[src/rtl/irda_rx_pkg.sv]
package irda_rx_pkg;
  typedef enum logic {
    FRAME_IDLE   = 1'b0,
    FRAME_ACTIVE = 1'b1
  } frame_state_e;
endpackage

[src/rtl/irda_sync2.sv]
module irda_sync2 #(
  parameter logic RESET_VAL = 1'b1
) (
  input  logic clk,
  input  logic rst_n,
  input  logic d,
  output logic q
);
  logic meta_q;
  logic stab_q;

  always_ff @(posedge clk or negedge rst_n) begin
    if (!rst_n) begin
      meta_q <= RESET_VAL;
      stab_q <= RESET_VAL;
    end else begin
      meta_q <= d;
      stab_q <= meta_q;
    end
  end

  assign q = stab_q;
endmodule

[src/rtl/irda_pulse_qual.sv]
module irda_pulse_qual #(
  parameter int ACCEPT_TICKS = 2
) (
  input  logic clk,
  input  logic rst_n,
  input  logic en,
  input  logic line_low,
  input  logic psc_tick,
  output logic accept
);
  localparam int CNT_W = $clog2(ACCEPT_TICKS + 1);
  localparam logic [CNT_W-1:0] CNT_SAT  = CNT_W'(ACCEPT_TICKS);
  localparam logic [CNT_W-1:0] CNT_LAST = CNT_W'(ACCEPT_TICKS - 1);

  logic [CNT_W-1:0] cnt_q;
  logic [CNT_W-1:0] cnt_d;
  logic             counting;

  assign counting = en && line_low;

  // Width counter: clears on high level or when disabled, saturates once
  // the threshold is reached so one interval yields one acceptance.
  always_comb begin
    cnt_d = cnt_q;
    if (!counting) begin
      cnt_d = '0;
    end else if (psc_tick && (cnt_q != CNT_SAT)) begin
      cnt_d = cnt_q + 1'b1;
    end
  end

  always_ff @(posedge clk or negedge rst_n) begin
    if (!rst_n) begin
      cnt_q <= '0;
    end else begin
      cnt_q <= cnt_d;
    end
  end

  assign accept = counting && psc_tick && (cnt_q == CNT_LAST);
endmodule

[src/rtl/irda_nrz_shaper.sv]
module irda_nrz_shaper
  import irda_rx_pkg::*;
#(
  parameter int IDLE_BITS = 10
) (
  input  logic clk,
  input  logic rst_n,
  input  logic en,
  input  logic accept,
  input  logic bit_tick,
  output logic nrz_bit,
  output logic start_pulse
);
  localparam int GAP_W = $clog2(IDLE_BITS + 1);
  localparam logic [GAP_W-1:0] GAP_LAST = GAP_W'(IDLE_BITS - 1);

  logic             nrz_q, nrz_d;
  logic             strobe_q, strobe_d;
  frame_state_e     state_q, state_d;
  logic [GAP_W-1:0] gap_q, gap_d;

  // Output level: acceptance wins over release in the same cycle.
  always_comb begin
    nrz_d = nrz_q;
    if (!en) begin
      nrz_d = 1'b1;
    end else if (accept) begin
      nrz_d = 1'b0;
    end else if (bit_tick) begin
      nrz_d = 1'b1;
    end
  end

  // Idle tracker: counts quiet bit periods after the last acceptance.
  always_comb begin
    state_d = state_q;
    gap_d   = gap_q;
    if (accept) begin
      state_d = FRAME_ACTIVE;
      gap_d   = '0;
    end else if (bit_tick && (state_q == FRAME_ACTIVE)) begin
      if (gap_q == GAP_LAST) begin
        state_d = FRAME_IDLE;
        gap_d   = '0;
      end else begin
        gap_d = gap_q + 1'b1;
      end
    end
  end

  assign strobe_d = accept && (state_q == FRAME_IDLE);

  always_ff @(posedge clk or negedge rst_n) begin
    if (!rst_n) begin
      nrz_q    <= 1'b1;
      strobe_q <= 1'b0;
      state_q  <= FRAME_IDLE;
      gap_q    <= '0;
    end else begin
      nrz_q    <= nrz_d;
      strobe_q <= strobe_d;
      state_q  <= state_d;
      gap_q    <= gap_d;
    end
  end

  assign nrz_bit     = nrz_q;
  assign start_pulse = strobe_q;
endmodule

[src/rtl/irda_sir_demod.sv]
module irda_sir_demod #(
  parameter int PSC_W        = 5,
  parameter int ACCEPT_TICKS = 2,
  parameter int IDLE_BITS    = 10
) (
  input  logic             clk,
  input  logic             rst_n,
  input  logic             rx_line,
  input  logic             psc_tick,
  input  logic             bit_tick,
  input  logic [PSC_W-1:0] psc_value,
  input  logic             tx_busy,
  output logic             nrz_bit,
  output logic             start_pulse
);
  logic rst_meta_q;
  logic rst_sync_q;
  logic line_sync;
  logic enable;
  logic accept;

  // Reset asserts asynchronously, deasserts on a clock edge.
  always_ff @(posedge clk or negedge rst_n) begin
    if (!rst_n) begin
      rst_meta_q <= 1'b0;
      rst_sync_q <= 1'b0;
    end else begin
      rst_meta_q <= 1'b1;
      rst_sync_q <= rst_meta_q;
    end
  end

  assign enable = (psc_value != '0) && !tx_busy;

  irda_sync2 #(.RESET_VAL(1'b1)) u_sync (
    .clk   (clk),
    .rst_n (rst_sync_q),
    .d     (rx_line),
    .q     (line_sync)
  );

  irda_pulse_qual #(.ACCEPT_TICKS(ACCEPT_TICKS)) u_qual (
    .clk      (clk),
    .rst_n    (rst_sync_q),
    .en       (enable),
    .line_low (!line_sync),
    .psc_tick (psc_tick),
    .accept   (accept)
  );

  irda_nrz_shaper #(.IDLE_BITS(IDLE_BITS)) u_shape (
    .clk         (clk),
    .rst_n       (rst_sync_q),
    .en          (enable),
    .accept      (accept),
    .bit_tick    (bit_tick),
    .nrz_bit     (nrz_bit),
    .start_pulse (start_pulse)
  );
endmodule

[config.mk]
export PLATFORM = sky130hd
export DESIGN_NAME = irda_sir_demod
export DESIGN_NICKNAME = d
export VERILOG_FILES = /design/src/rtl/irda_rx_pkg.sv /design/src/rtl/irda_sync2.sv /design/src/rtl/irda_pulse_qual.sv /design/src/rtl/irda_nrz_shaper.sv /design/src/rtl/irda_sir_demod.sv
export SDC_FILE = /design/constraint.sdc
export NUM_CORES = 1
export LEC_CHECK = 0
export BUFFER_PORTS_ARGS = -buffer_cell sky130_fd_sc_hd__buf_2
export CORE_MARGIN = 2
export CORE_UTILIZATION = 45
export DETAILED_ROUTE_END_ITERATION = 10
export PLACE_DENSITY_LB_ADDON = 0.2
export SLEW_MARGIN = 10
export SYNTH_ARGS = -nofsm -noshare
export SYNTH_HDL_FRONTEND = slang
export SYNTH_SLANG_ARGS = --single-unit
[constraint.sdc]
create_clock -name clk -period 0.8 [get_ports clk]
set_clock_uncertainty 0.15 [all_clocks]
set_input_delay 0.04 -clock clk [delete_from_list [all_inputs] [get_ports clk]]
set_output_delay 0.04 -clock clk [all_outputs]
set_load 0.01 [all_outputs]
==> impl_results.md <==
* Status: finished, violations left
* Violations in the final reports: hold timing, setup timing
* M1 GR Usage at 0.2376
* Clk_lat worst skew at 0.27 ns
* Final std cells w/o fill at 107
* All-Layer GR Usage at 0.1993
* FMAX at 682.2 MHz
* Routed WL at 1.263 mm
* Floorplan die height at 40.34 µm
* Hold Crit Class: primary input to async pin
* Critical Path Start Type: register
* Port Buffers at 12
* Detailed Routing Iterations Pass 1 at 3
* Sw power at 562.9 µW
* Core area at 1269 µm²
* DIE AREA at 1627 µm²
* Max Root-Sink Buffers at 2
* Critical Path Fanout Max at 3
* Row cnt at 13
* Worst EP arrival at 1.52 ns
* CTS Root Cell: clkbuf_4
* CTS Sinks at 13
* FILL cells at 87
* Initial Util at 0.4684
* Internal power at 1336 µW
* Initial DRC Count at 8
* Ys Warns at 0
* Initial antenna violation count at 0
* Nets@finish at 108
* Cell variety after synth at 23
* Setup TNS at -6.097 ns
* DR WL/cell at 11.80 µm
* DR DRC count at 0
* Switch share at 0.2964
* Post-Syn Nets at 69
* Most used routing layer: met2
* MaxCap Viol Count at 0
* CP Capture Type: register
* Vias in the first global route at 516
* Final min period at 1.466 ns
* Clock share of power at 0.211
* Max stage delay on crit path at 0.37 ns
* H-tree levels at 1
* Final setup viols at 11
* Slack of the critical path at -0.6658 ns
* Leakage at 0.0004634 µW
* Combinational share of power at 0.366
* Critical path class: register to register
* Area growth syn-to-layout at 58.11%
* CTS buffer count at 3
* Reg2Reg Launch Point: u_shape.gap_q[1]
* Dpl cells at 98
* Chip width at 40.34 µm
* N_diodes at 0
* Slowest CP cell: or3_4
* Mean post-synth cell area at 11.01 µm²
* CP bufs+invs at 1
* I/O pin total at 13
* M3 GR Usage at 0.05000
* Clock transition at path regs at 0.08 ns
* Share of cells above drive strength 1 at 0.5435
* CP Cell Sequence: inv_1, ha_2, and3b_1, or3_4, a21oi_2
* Gate Count Post-Synth at 54
* Multi-input logic area at 309.0 µm²
* WP data required at 0.85 ns
* Period Utilization, post-route at 1.832
* Pwr dens at 2021 nW/µm²
* Count of state elements after synthesis at 13
* Vias per std cell at 4.869
* CTS tree: done
* Vias after detailed routing at 521
* Fin. max-slew vios at 0
* Worst hold slack at -0.07878 ns
* Mapped Area at 594.3 µm²
* Routability cong. at 0.6949
* Total grt overflow at 0
* Final ANT Viol Nets at 0
* GR met2 Demand/Resource at 0.3294
* Crit. Startpoint: u_shape.gap_q[1]
* Largest net degree at the start of global routing at 9
* Peak VDD IR at 1.100 mV
* Crit-path leading delay family: simple AND/OR/NAND/NOR gates
* Hold buffer count at cts at 2
* RSZ-0062 raised after global routing: true
* First-pass GRT wire length at 2.070 mm
* Hold Violations, Final at 3
* Sequential share of power at 0.423
* Pre-CTS setup slack at -0.6735 ns
* Register area share after synthesis at 0.5537
* Sequential cell area at 329.1 µm²
[cell usage after synthesis]
library cell / instances / area (µm²)
dfrtp_1: 10 / 250.2
nand2_1: 5 / 18.77
ha_1: 4 / 50.05
dfstp_2: 3 / 78.83
inv_1: 3 / 11.26
nand3_1: 3 / 15.01
nor2_1: 3 / 11.26
nor3_1: 3 / 15.01
or3_1: 3 / 18.77
a21o_1: 2 / 15.01
a21oi_1: 2 / 10.01
nand2b_1: 2 / 12.51
a2111oi_0: 1 / 8.760
a211oi_2: 1 / 12.51
a21oi_2: 1 / 8.760
a31oi_1: 1 / 6.260
and2b_1: 1 / 7.510
and3b_1: 1 / 8.760
conb_1: 1 / 3.750
mux2i_1: 1 / 10.01
nand3b_1: 1 / 7.510
o21ai_0: 1 / 5.000
xnor2_1: 1 / 8.760
[layer usage]
layer | vias up | routed length, µm
li1 | 261 | -
met1 | 246 | 591
met2 | 12 | 599
met3 | 2 | 64
met4 | 0 | 8
met5 | - | 0
[cells in the final DEF (no fill, tap or decap), types with 3 or more instances in the layout]
cell      count
buf_6         3
clkbuf_4      3
dfstp_2       3
nand2_1       5
buf_4        18
dfrtp_1      10
buf_2        11
nand3_1       3
nor2_1        3
[final timing paths]
check                                   end  slack, ns  depth (start not counted)
min                              rst_meta_q      -0.08                          2
max reg2reg                u_shape.gap_q[1]      -0.67                          5
max                        u_shape.gap_q[1]      -0.67                          5
max in group asynchronous   u_shape.nrz_bit       0.27                          1
min reg2reg                 u_qual.cnt_q[0]          0                          1
min in group clk            u_shape.nrz_bit          0                          4
[layout make-up]
class / count / area share
multi-input cells: 38 / 0.3289
clock buffers: 3 / 0.02397
inverters: 3 / 0.01198
flip-flops and latches: 13 / 0.3502
well taps: 15 / 0.01997
clock inverters: 1 / 0.005326
repair buffers: 34 / 0.2597
[metrics by stage]
| stage | total power [µW] | hold WS [ns] | cell area, µm² | util |
|---|---|---|---|---|
| after floorplan | 1099 | -0.4056 | 596.8 | - |
| after global placement | 1374 | -0.3236 | 803.3 | 0.6331 |
| after detailed placement | 1396 | -0.3225 | 803.3 | 0.6331 |
| after CTS | 1896 | -0.08828 | 925.9 | 0.7298 |
| after global routing | 2050 | -0.09547 | 939.7 | 0.7406 |
| final | 1899 | -0.07878 | 939.7 | 0.7406 |
[what timing repair did]
item,in CTS,in global routing
resized for setup,10,4
pin swaps,6,1
buffers inserted,4,0
hold endpoints to repair,7,3
gates cloned,0,0
setup endpoints to repair,11,11
[registers in the layout (all words and copies together), names as in the netlist]
name                 flops
u_sync.q                 1
u_shape.start_pulse      1
u_shape.gap_q            4
u_qual.cnt_q             2
u_sync.meta_q            1
rst_sync_q               1
u_shape.state_q          1
u_shape.nrz_bit          1
rst_meta_q               1
[power groups by stage]
stage               logic [µW]  registers, µW  clock network (µW)
floorplan                  255            844                   0
global placement           560            815                   0
detailed placement         580            816                   0
CTS                        676            803                 417
global route               768            822                 460
finish                     696            803                 401
[cells by family (layout without fill, tap and decap cells)]
family                   after synthesis  after routing  share of synthesized area
AO/OA/AOI/OAI                          9              9                     0.1116
XOR/XNOR                               1              1                    0.01474
adder cells (fa/ha/maj)                4              4                    0.08421
multiplexers                           1              1                    0.01684
buffers and inverters                  3             41                    0.01895
AND/OR/NAND/NOR                       22             22                     0.1937
other                                  1              1                   0.006310
flip-flops                            13             13                     0.5537
(Power assumes the default switching activity.)
